`src/rtl/dma_mover_pkg.sv`:
```
package dma_mover_pkg;
  typedef enum logic [1:0] {
    XFER_COPY  = 2'd0,
    XFER_FILL  = 2'd1,
    XFER_RONLY = 2'd2,
    XFER_COPY2 = 2'd3
  } xfer_mode_e;

  typedef enum logic [2:0] {
    S_IDLE,
    S_CHUNK,
    S_READ,
    S_WPLAN,
    S_WRITE,
    S_FETCH,
    S_ACCT
  } mover_state_e;
endpackage

```
`src/rtl/dma_len_clip.sv`:
```
module dma_len_clip #(
  parameter int SIZE_W    = 30,
  parameter int BUS_BYTES = 8
) (
  input  logic [SIZE_W-1:0] avail,
  input  logic [SIZE_W-1:0] cap,
  input  logic              beat_lim,
  output logic [SIZE_W-1:0] len
);
  localparam logic [SIZE_W-1:0] BEAT = SIZE_W'(BUS_BYTES);
  logic [SIZE_W-1:0] lesser;

  always_comb begin
    lesser = (avail < cap) ? avail : cap;
    len    = (beat_lim && lesser > BEAT) ? BEAT : lesser;
  end
endmodule

```
`src/rtl/dma_byte_total.sv`:
```
module dma_byte_total #(
  parameter int SIZE_W = 30,
  parameter int TOT_W  = 32
) (
  input  logic              clk,
  input  logic              rst,
  input  logic              add_en,
  input  logic [SIZE_W-1:0] add_len,
  input  logic [TOT_W-1:0]  clr_mask,
  output logic [TOT_W-1:0]  total
);
  logic [TOT_W-1:0] addend;
  assign addend = add_en ? TOT_W'(add_len) : '0;

  always_ff @(posedge clk) begin
    if (rst) total <= '0;
    else     total <= (total & ~clr_mask) + addend;
  end
endmodule

```
`src/rtl/dma_payload_mover.sv`:
```
module dma_payload_mover
  import dma_mover_pkg::*;
#(
  parameter int ADDR_W      = 32,
  parameter int SIZE_W      = 30,
  parameter int BUS_BYTES   = 8,
  parameter int CHUNK_BYTES = 2048,
  parameter int TOT_W       = 32,
  localparam int BUS_W      = BUS_BYTES * 8
) (
  input  logic              clk,
  input  logic              rst,
  input  logic              start,
  input  logic [1:0]        cfg_mode,
  input  logic              cfg_mem_dscr,
  input  logic              cfg_rd_fixed,
  input  logic              cfg_wr_fixed,
  input  logic [ADDR_W-1:0] cfg_src_addr,
  input  logic [SIZE_W-1:0] cfg_src_size,
  input  logic [ADDR_W-1:0] cfg_dst_addr,
  input  logic [SIZE_W-1:0] cfg_dst_size,
  input  logic              cfg_dst_intr,
  input  logic [BUS_W-1:0]  fill_pattern,
  output logic              busy,
  output logic              rd_valid,
  input  logic              rd_ready,
  output logic [ADDR_W-1:0] rd_addr,
  output logic [SIZE_W-1:0] rd_len,
  output logic              wr_valid,
  input  logic              wr_ready,
  output logic [ADDR_W-1:0] wr_addr,
  output logic [SIZE_W-1:0] wr_len,
  output logic              wr_fill,
  output logic [BUS_W-1:0]  wr_pattern,
  output logic              dsc_req,
  input  logic              dsc_valid,
  input  logic [ADDR_W-1:0] dsc_addr,
  input  logic [SIZE_W-1:0] dsc_size,
  input  logic              dsc_intr,
  output logic              done,
  output logic              dst_done,
  input  logic [TOT_W-1:0]  total_clr,
  output logic [TOT_W-1:0]  total_bytes
);
  localparam logic [SIZE_W-1:0] CHUNK_LEN = SIZE_W'(CHUNK_BYTES);

  mover_state_e      state;
  logic              fill_m, ronly_m, mem_m, rfix_m, wfix_m;
  logic [ADDR_W-1:0] src_addr_q, dst_addr_q;
  logic [SIZE_W-1:0] src_rem, dst_size_q, chunk_len, wr_rem;
  logic              dst_intr_q, pend_dd;
  logic [BUS_W-1:0]  pattern_q;

  // effective settings of a new job: memory descriptors force copy/incrementing
  logic start_fill, start_ronly;
  assign start_fill  = !cfg_mem_dscr && (cfg_mode == XFER_FILL);
  assign start_ronly = !cfg_mem_dscr && (cfg_mode == XFER_RONLY);

  logic [SIZE_W-1:0] clen, wlen, dsize_eff, dst_left;
  assign dsize_eff = (!mem_m && !fill_m) ? wr_rem : dst_size_q;
  assign dst_left  = dsize_eff - wlen;

  dma_len_clip #(.SIZE_W(SIZE_W), .BUS_BYTES(BUS_BYTES)) u_chunk_clip (
    .avail(src_rem), .cap(CHUNK_LEN), .beat_lim(rfix_m || fill_m), .len(clen)
  );

  dma_len_clip #(.SIZE_W(SIZE_W), .BUS_BYTES(BUS_BYTES)) u_write_clip (
    .avail(wr_rem), .cap(dsize_eff), .beat_lim(wfix_m), .len(wlen)
  );

  dma_byte_total #(.SIZE_W(SIZE_W), .TOT_W(TOT_W)) u_total (
    .clk(clk), .rst(rst), .add_en(state == S_ACCT), .add_len(chunk_len),
    .clr_mask(total_clr), .total(total_bytes)
  );

  assign busy       = (state != S_IDLE);
  assign wr_fill    = fill_m;
  assign wr_pattern = pattern_q;

  always_ff @(posedge clk) begin
    if (rst) begin
      state      <= S_IDLE;
      fill_m     <= 1'b0;
      ronly_m    <= 1'b0;
      mem_m      <= 1'b0;
      rfix_m     <= 1'b0;
      wfix_m     <= 1'b0;
      src_addr_q <= '0;
      dst_addr_q <= '0;
      src_rem    <= '0;
      dst_size_q <= '0;
      dst_intr_q <= 1'b0;
      chunk_len  <= '0;
      wr_rem     <= '0;
      pend_dd    <= 1'b0;
      pattern_q  <= '0;
      rd_valid   <= 1'b0;
      rd_addr    <= '0;
      rd_len     <= '0;
      wr_valid   <= 1'b0;
      wr_addr    <= '0;
      wr_len     <= '0;
      dsc_req    <= 1'b0;
      done       <= 1'b0;
      dst_done   <= 1'b0;
    end else begin
      done     <= 1'b0;
      dst_done <= 1'b0;
      case (state)
        S_IDLE: if (start) begin
          fill_m     <= start_fill;
          ronly_m    <= start_ronly;
          mem_m      <= cfg_mem_dscr;
          rfix_m     <= !cfg_mem_dscr && cfg_rd_fixed;
          wfix_m     <= !cfg_mem_dscr && cfg_wr_fixed;
          src_addr_q <= cfg_src_addr;
          src_rem    <= start_fill ? cfg_dst_size : cfg_src_size;
          dst_addr_q <= cfg_dst_addr;
          dst_size_q <= cfg_dst_size;
          dst_intr_q <= cfg_dst_intr;
          pattern_q  <= fill_pattern;
          state      <= S_CHUNK;
        end
        S_CHUNK: begin
          if (src_rem == '0) begin
            state <= S_IDLE;
          end else begin
            chunk_len <= clen;
            wr_rem    <= clen;
            if (fill_m) begin
              state <= S_WPLAN;
            end else begin
              rd_valid <= 1'b1;
              rd_addr  <= src_addr_q;
              rd_len   <= clen;
              state    <= S_READ;
            end
          end
        end
        S_READ: if (rd_ready) begin
          rd_valid <= 1'b0;
          if (!rfix_m) src_addr_q <= src_addr_q + ADDR_W'(rd_len);
          state <= ronly_m ? S_ACCT : S_WPLAN;
        end
        S_WPLAN: begin
          if (mem_m && dst_size_q == '0) begin
            dsc_req <= 1'b1;
            state   <= S_FETCH;
          end else begin
            wr_valid   <= 1'b1;
            wr_addr    <= dst_addr_q;
            wr_len     <= wlen;
            dst_size_q <= dst_left;
            wr_rem     <= wr_rem - wlen;
            pend_dd    <= (dst_left == '0) && dst_intr_q;
            state      <= S_WRITE;
          end
        end
        S_WRITE: if (wr_ready) begin
          wr_valid <= 1'b0;
          if (!wfix_m) dst_addr_q <= dst_addr_q + ADDR_W'(wr_len);
          dst_done <= pend_dd;
          pend_dd  <= 1'b0;
          state    <= (wr_rem == '0) ? S_ACCT : S_WPLAN;
        end
        S_FETCH: if (dsc_valid) begin
          dsc_req    <= 1'b0;
          dst_addr_q <= dsc_addr;
          dst_size_q <= dsc_size;
          dst_intr_q <= dsc_intr;
          state      <= S_WPLAN;
        end
        S_ACCT: begin
          src_rem <= src_rem - chunk_len;
          if (src_rem == chunk_len) begin
            done  <= 1'b1;
            state <= S_IDLE;
          end else begin
            state <= S_CHUNK;
          end
        end
        default: state <= S_IDLE;
      endcase
    end
  end
endmodule

```
`config.mk`:
```
export PLATFORM = sky130hd
export DESIGN_NAME = dma_payload_mover
export DESIGN_NICKNAME = d
export VERILOG_FILES = /design/src/rtl/dma_mover_pkg.sv /design/src/rtl/dma_len_clip.sv /design/src/rtl/dma_byte_total.sv /design/src/rtl/dma_payload_mover.sv
export SDC_FILE = /design/constraint.sdc
export NUM_CORES = 1
export LEC_CHECK = 0
export CORE_ASPECT_RATIO = 1.4
export CORE_MARGIN = 10
export CORE_UTILIZATION = 35
export DETAILED_ROUTE_END_ITERATION = 8
export DONT_BUFFER_PORTS = 1
export PLACE_DENSITY_LB_ADDON = 0.08
export SETUP_SLACK_MARGIN = 0.4
export SLEW_MARGIN = 20
export SYNTH_ARGS = -nofsm -noshare
export SYNTH_HDL_FRONTEND = slang
export SYNTH_SLANG_ARGS = --single-unit
export TNS_END_PERCENT = 30
```
`constraint.sdc`:
```
create_clock -name clk -period 9.48 [get_ports clk]
set_input_delay 0.948 -clock clk [delete_from_list [all_inputs] [get_ports clk]]
set_output_delay 0.948 -clock clk [all_outputs]
set_load 0.02 [all_outputs]
```
# Word level (Yosys, flattened, before mapping)
# Index checks and enable logic that the tools add are counted.
[totals] in_bits=295 output_inout_bits=227 reg_bits=419 word_cells=158
[op_classes] bitwise_logic=8 muxes=52 add_sub_neg=6 n_lt_le_gt_ge=4 reduce_logical=44 eq_ne=19
[ops] operator="$mux W30" n=13
[ops] operator="$mux W32" n=7
[ops] operator="$logic_not A30 Y1" n=4
[ops] operator="$pmux W30 S2" n=2
[ops] operator="$pmux W32 S3" n=1
[ops] operator="$pmux W30 S3" n=1
[ops] operator="$sub A30 B30 Y30" n=3
[ops] operator="$add A32 B30 Y32" n=2
[ops] operator="$pmux W32 S2" n=1
[ops] operator="$gt A30 B4 Y1 const B" n=2
[ops] operator="$add A32 B32 Y32" n=1
[ops] operator="$and A32 B32 Y32" n=1
[ops] operator="$not A32 Y32" n=1
[ops] operator="$eq A30 B30 Y1" n=1
[ops] operator="$lt A30 B12 Y1 const B" n=1
[ops] operator="$lt A30 B30 Y1" n=1
[ops] operator="$pmux W3 S7" n=1
[ops] operator="$ne A2 B2 Y1 const B" n=10
[ops] operator="$mux W3" n=6
[ops] operator="$reduce_and A4 Y1" n=4
[ops] operator="$reduce_and A3 Y1" n=5
[ops] operator="$mux W1" n=14
[ops] operator="$reduce_bool A2 Y1" n=7
[ops] operator="$pmux W1 S2" n=5
[ops] operator="16 further kinds" n=39

# Depth between registers and ports, before layout
[logic_depth] depth_word=13 mapped_depth=34

# Cells and area by module
# From an unflattened synthesis, not the netlist that was laid out.
[hier_totals] hier_cells=3966 area_unflattened_um2=29582.1
[by_module_without_submodules] module="dma_payload_mover" seq_area_each_um2=7747.4 n_inst=1 cells_each=3128 area_per_inst_um2=23615.1
[by_module_without_submodules] module="dma_byte_total" seq_area_each_um2=640.6 n_inst=1 cells_each=388 area_per_inst_um2=3006.6
[by_module_without_submodules] module="dma_len_clip" seq_area_each_um2=0.0 n_inst=2 cells_each=225 area_per_inst_um2=1480.2

# Worst setup path before layout
# Ideal clock, no wire load.
[synth_timing] kind="flip-flop to flip-flop" from="reg fill_m (netlist: wr_fill)" to="reg pend_dd" arrival_time_ns=7.624 stages_incl_launch_ff=35 n_path_buf=5 required_ns=9.421 setup_slack_ns=1.797 cell_sequence="dfxtp_1 -> buf_6 -> nor2_4 -> buf_4 -> buf_1 -> mux2i_1 -> ha_1 -> a21oi_1 -> nand2_1 -> a211o_1 -> o31a_2 -> o31ai_1 -> and2_1 -> clkbuf_1 -> buf_1 -> o211a_1 -> ha_1 -> inv_1 -> fa_1 -> a21oi_1 -> nor2b_1 -> a21o_1 -> a21o_1 -> a22oi_1 -> inv_2 -> a311oi_4 -> o21bai_1 -> a21oi_2 -> xnor2_1 -> or3_1 -> or3b_1 -> or3_1 -> nor4_1 -> nand4b_1 -> nand2_1"
[synth_between] elab_chain_cells=13
[synth_rtl] item="from (decl)" line_no="dma_payload_mover.sv:48" source="logic fill_m, ronly_m, mem_m, rfix_m, wfix_m;"
[synth_rtl] item="from (signal assigned)" line_no="dma_payload_mover.sv:111" source="fill_m <= start_fill;"
[synth_rtl] item="$logic_not A1 Y1 (*)" line_no="dma_payload_mover.sv:60" source="assign dsize_eff = (!mem_m && !fill_m) ? wr_rem : dst_size_q;"
[synth_rtl] item="$logic_and A1 B1 Y1 (*)" line_no="dma_payload_mover.sv:60"
[synth_rtl] item="$mux W30 (*)" line_no="dma_payload_mover.sv:60"
[synth_rtl] item="$lt A30 B30 Y1" line_no="dma_len_clip.sv:14" source="lesser = (avail < cap) ? avail : cap;"
[synth_rtl] item="$mux W30 (*)" line_no="dma_len_clip.sv:14"
[synth_rtl] item="$gt A30 B4 Y1" line_no="dma_len_clip.sv:15" source="len = (beat_lim && lesser > BEAT) ? BEAT : lesser;"
[synth_rtl] item="$logic_and A1 B1 Y1" line_no="dma_len_clip.sv:15"
[synth_rtl] item="$mux W30 (*)" line_no="dma_len_clip.sv:15"
[synth_rtl] item="net u_write_clip.len[0]" line_no="dma_len_clip.sv:8" source="output logic [SIZE_W-1:0] len"
[synth_rtl] item="$sub A30 B30 Y30 (*)" line_no="dma_payload_mover.sv:61" source="assign dst_left = dsize_eff - wlen;"
[synth_rtl] item="$logic_not A30 Y1 (*)" line_no="dma_payload_mover.sv:155" source="pend_dd <= (dst_left == '0) && dst_intr_q;"
[synth_rtl] item="$logic_and A1 B1 Y1 (*)" line_no="dma_payload_mover.sv:155"
[synth_rtl] item="$mux W1 (*)" line_no="dma_payload_mover.sv:146" source="if (mem_m && dst_size_q == '0) begin"
[synth_rtl] item="$pmux W1 S2 (*)" line_no="dma_payload_mover.sv:109" source="case (state)"
[synth_rtl] item="to (signal assigned)" line_no="dma_payload_mover.sv:155"
[synth_rtl] item="to (decl)" line_no="dma_payload_mover.sv:51" source="logic dst_intr_q, pend_dd;"
# The timed path passes the listed nets; every way through them passes the cells marked *. The select of a mux whose other input is x is not followed.
# A chain may end at the register's enable or synchronous reset.

# Worst setup path in the final report
[layout_timing] from="reg mem_m" to="reg pend_dd"
[layout_between] elab_chain_cells=13 elab_cells_between_ends=16 classes_between="add/sub: 1; order compare: 2; eq/ne: 1; mux: 5; reduce/logical: 7"
[layout_rtl] item="from (decl)" line_no="dma_payload_mover.sv:48"
[layout_rtl] item="from (signal assigned)" line_no="dma_payload_mover.sv:113" source="mem_m <= cfg_mem_dscr;"
[layout_rtl] item="$logic_not A1 Y1 (*)" line_no="dma_payload_mover.sv:60"
[layout_rtl] item="$logic_and A1 B1 Y1 (*)" line_no="dma_payload_mover.sv:60"
[layout_rtl] item="$mux W30 (*)" line_no="dma_payload_mover.sv:60"
[layout_rtl] item="$lt A30 B30 Y1" line_no="dma_len_clip.sv:14"
[layout_rtl] item="$mux W30 (*)" line_no="dma_len_clip.sv:14"
[layout_rtl] item="$gt A30 B4 Y1" line_no="dma_len_clip.sv:15"
[layout_rtl] item="$logic_and A1 B1 Y1" line_no="dma_len_clip.sv:15"
[layout_rtl] item="$mux W30 (*)" line_no="dma_len_clip.sv:15"
[layout_rtl] item="net u_write_clip.len[0]" line_no="dma_len_clip.sv:8"
[layout_rtl] item="$sub A30 B30 Y30 (*)" line_no="dma_payload_mover.sv:61"
[layout_rtl] item="$logic_not A30 Y1 (*)" line_no="dma_payload_mover.sv:155"
[layout_rtl] item="$logic_and A1 B1 Y1 (*)" line_no="dma_payload_mover.sv:155"
[layout_rtl] item="$mux W1 (*)" line_no="dma_payload_mover.sv:146"
[layout_rtl] item="$pmux W1 S2 (*)" line_no="dma_payload_mover.sv:109"
# Marks and branches as above.

==> reports/results.ini <==
[logic_synthesis]
synthesis.nets=3920
synthTopCellsByArea=dfxtp_1 32%, ha_1 9.6%, a21oi_1 7.5%
synth_top_cells_by_count=514 x nand2_1, 419 x dfxtp_1, 393 x a21oi_1, 330 x nor2_1, 200 x ha_1
ys_seq_area_share_pct=32.1
synthCells=3419
yosys_warnings=0
synth_cell_types=86
avgSynthCellArea_um2=7.65
synth_edf_count=0
ys_seq_elements=419
ys_async_sr_fraction_pct=0
netlist_area_mm2=0.0262
synth.most_common_cell=nand2_1
yosysTopAreaCellShare_pct=32.1
synth_top_cell_by_area=dfxtp_1
ys.flop_type=dfxtp_1

[routing]
drc=0
finalWirelength_um=110000
antenna_left=0
avgRoutedWirePerCell_um=25.6
drt_iter0_markers=1325
drt_first_pass_iters=6
vias=24700
vias_per_cell=5.73

[hold_path]
hold_depth=1
hold_end=rd_addr[0]
worstHoldStart=rst
hold_class=input pin to flip-flop

[floorplan]
start_util_pct=35.3
die_h_um=343
boundaryPins=522
core_mm2=0.0741
rows=118
dieArea_mm2=0.0862
fp.dieW_um=251

[cts]
cts_setup_buffers=0
cts_hold_buf=0
root_buffer=clkbuf_16
clk_pin_slew_ns=0.06
cts_buffers=48
clockBufferDepth=3
h-tree-depth=2
cts_sinks=419
cts_tree=yes
clock_latency_ns=0.61
cts-resized-gates=0

[sta]
worst_pin_slew_ns=1.07
clock_skew_ns=0.0133
fin_crit_ns=8.13
setup_viol_count_final=0
hold_ws_ns=0.403
rsz0062_at_grt=false
maxSlewHeadroom_pct=28.3
tns_ns=0
min_period_over_period_pct=85.7
fin_ws_ns=1.35
fmax_mhz=123
finalHoldViolCount=0
drv_slew=0

[place]
dpl.hpwl_um=85100
place_congestion=0.884
dpl_worst_slack_ns=1.34
dp.cells=4217
port_buffers=0

[global_routing]
grt.met3_usage_pct=7.28
grt_pass1_vias=24700
grt_usage_pct=24.5
grt_pass1_wl_um=161000
use_met2_pct=43.8
grt_max_degree=374
antenna_found_initial=8
overflow=0
met1_usage_pct=25.8
top_usage_layer=met2

[power]
sw_frac_of_total_pct=47.6
p_int_w=0.00513
p_per_area_mw_per_mm2=342
total_leakage_power_nw=11.7
seqPwrFrac_pct=22.1
clock_power_share_pct=20.7
vdd_drop_max_uv=199
combPwrFrac_pct=57.2
p_sw_w=0.00466

[finish]
fin_nets=3808
final_util_pct=38.6
syn_to_final_growth_pct=9.44
drive_gt1_share_pct=5.20
fin_cells=4308

[critical_path]
path_max_fanout=25
cp_num_buf_inv=3
worstReg2RegEnd=pend_dd
regToRegStartpoint=mem_m
cpPeakStageDelay_ns=0.76
crit_path_start_kind=flip-flop
rrSetupSlack_ns=1.35
end_kind=flip-flop
cpMaxStageDelayCell=nor2_4
critPathKind=flip-flop to flip-flop
path_delay_family=compound AO/OA/AOI/OAI gates
worstRegToRegCells=30
critPathRequiredTime_ns=10.02
cp_data_arrival_time_ns=8.66

[status]
status=complete, no violations

[run]
cap_violations=0

flip-flops by register name (all words and copies together), names as in the netlist, 3 cells and up:
signal / flops
chunk_len: 30
dst_addr_q: 32
dst_size_q: 30
rd_addr: 32
rd_len: 30
src_addr_q: 32
src_rem: 30
state: 3
u_total.total: 32
wr_addr: 32
wr_len: 30
wr_pattern: 64
wr_rem: 30
how the worst max path moves through the flow:
stage	from	slack, ns	endpoint	cells after the start
finish	mem_m	1.35	pend_dd	30
global route	mem_m	0.78	pend_dd	29
CTS	mem_m	1.32	pend_dd	29
detailed placement	mem_m	1.34	pend_dd	29
global placement	mem_m	1.34	pend_dd	29
floorplan	wr_fill	1.80	pend_dd	34
final cells by class:
cell class	count	area (um^2)
diodes	5	12.5
clock buffers	65	1410
clock inverters	21	289
fillers	7839	45500
inverters	128	483
multi-input cells	2678	16600
flip-flops and latches	419	8390
well taps	960	1200
repair buffers	32	240
metal layers:
| metal | up-vias | part of all wire (%) |
|---|---|---|
| met5 | - | 0.041 |
| met2 | 829 | 50 |
| met3 | 202 | 7.9 |
| li1 | 12000 | - |
| met1 | 11700 | 37 |
| met4 | 8 | 5.1 |
layout by cell type, fill, tap and decap left out, drive strengths merged, types with 9 or more instances in the layout:
master  count
nand2     514
dfxtp     419
a21oi     396
nor2      331
ha        200
o21ai     176
inv       130
nor3       91
xnor2      79
o211ai     69
nand3      65
clkbuf     65
mux2i      62
xor2       58
a211oi     55
nor2b      53
a21o       51
nand2b     40
and3       35
buf        32
a221oi     31
nand4      27
nor4       27
a31oi      27
or3        27
o21a       26
a311oi     23
o31ai      18
o21bai     17
or2        17
a21boi     13
and2       12
a221o      10
nand3b     10
a22oi       9
cells by family (layout without fill, tap and decap cells):
family	count (synthesis)	count (layout)	synth area share, %
simple gates	1272	1272	21.9
mux	64	64	2.46
buf+inv	322	246	4.73
other cells	0	5	0
compound gates	998	998	24.2
xor+xnor	137	137	4.59
fa+ha+maj	207	207	10.1
flops	419	419	32.1
per-stage QoR:
stage | total power [W] | instance area (um^2)
after floorplan | 0.00618 | 26200
after global placement | 0.00777 | 26900
after detailed placement | 0.00777 | 26900
after CTS | 0.00985 | 28600
after global routing | 0.0105 | 28600
final | 0.00979 | 28600
worst reg2reg max path, delay by kind of cell (launching register included):
family	cells	cell delay, ns
buffers and inverters	3	0.49
xor gates and xnor gates	1	0.09
adders and majority gates	3	0.83
DFF	1	0.38
muxes	1	0.36
and+or+nand+nor	9	2.85
AOI/OAI and AO/OA	13	3.06
power groups by stage:
stage          registers [W]  logic, W  clock network (W)
2_1_floorplan        0.00210   0.00407                  0
3_3_place_gp         0.00221   0.00556                  0
3_5_place_dp         0.00221   0.00557                  0
4_1_cts              0.00217   0.00560            0.00208
5_1_grt              0.00218   0.00612            0.00215
6_report             0.00217   0.00560            0.00203
Power figures use the tool's default switching activity.
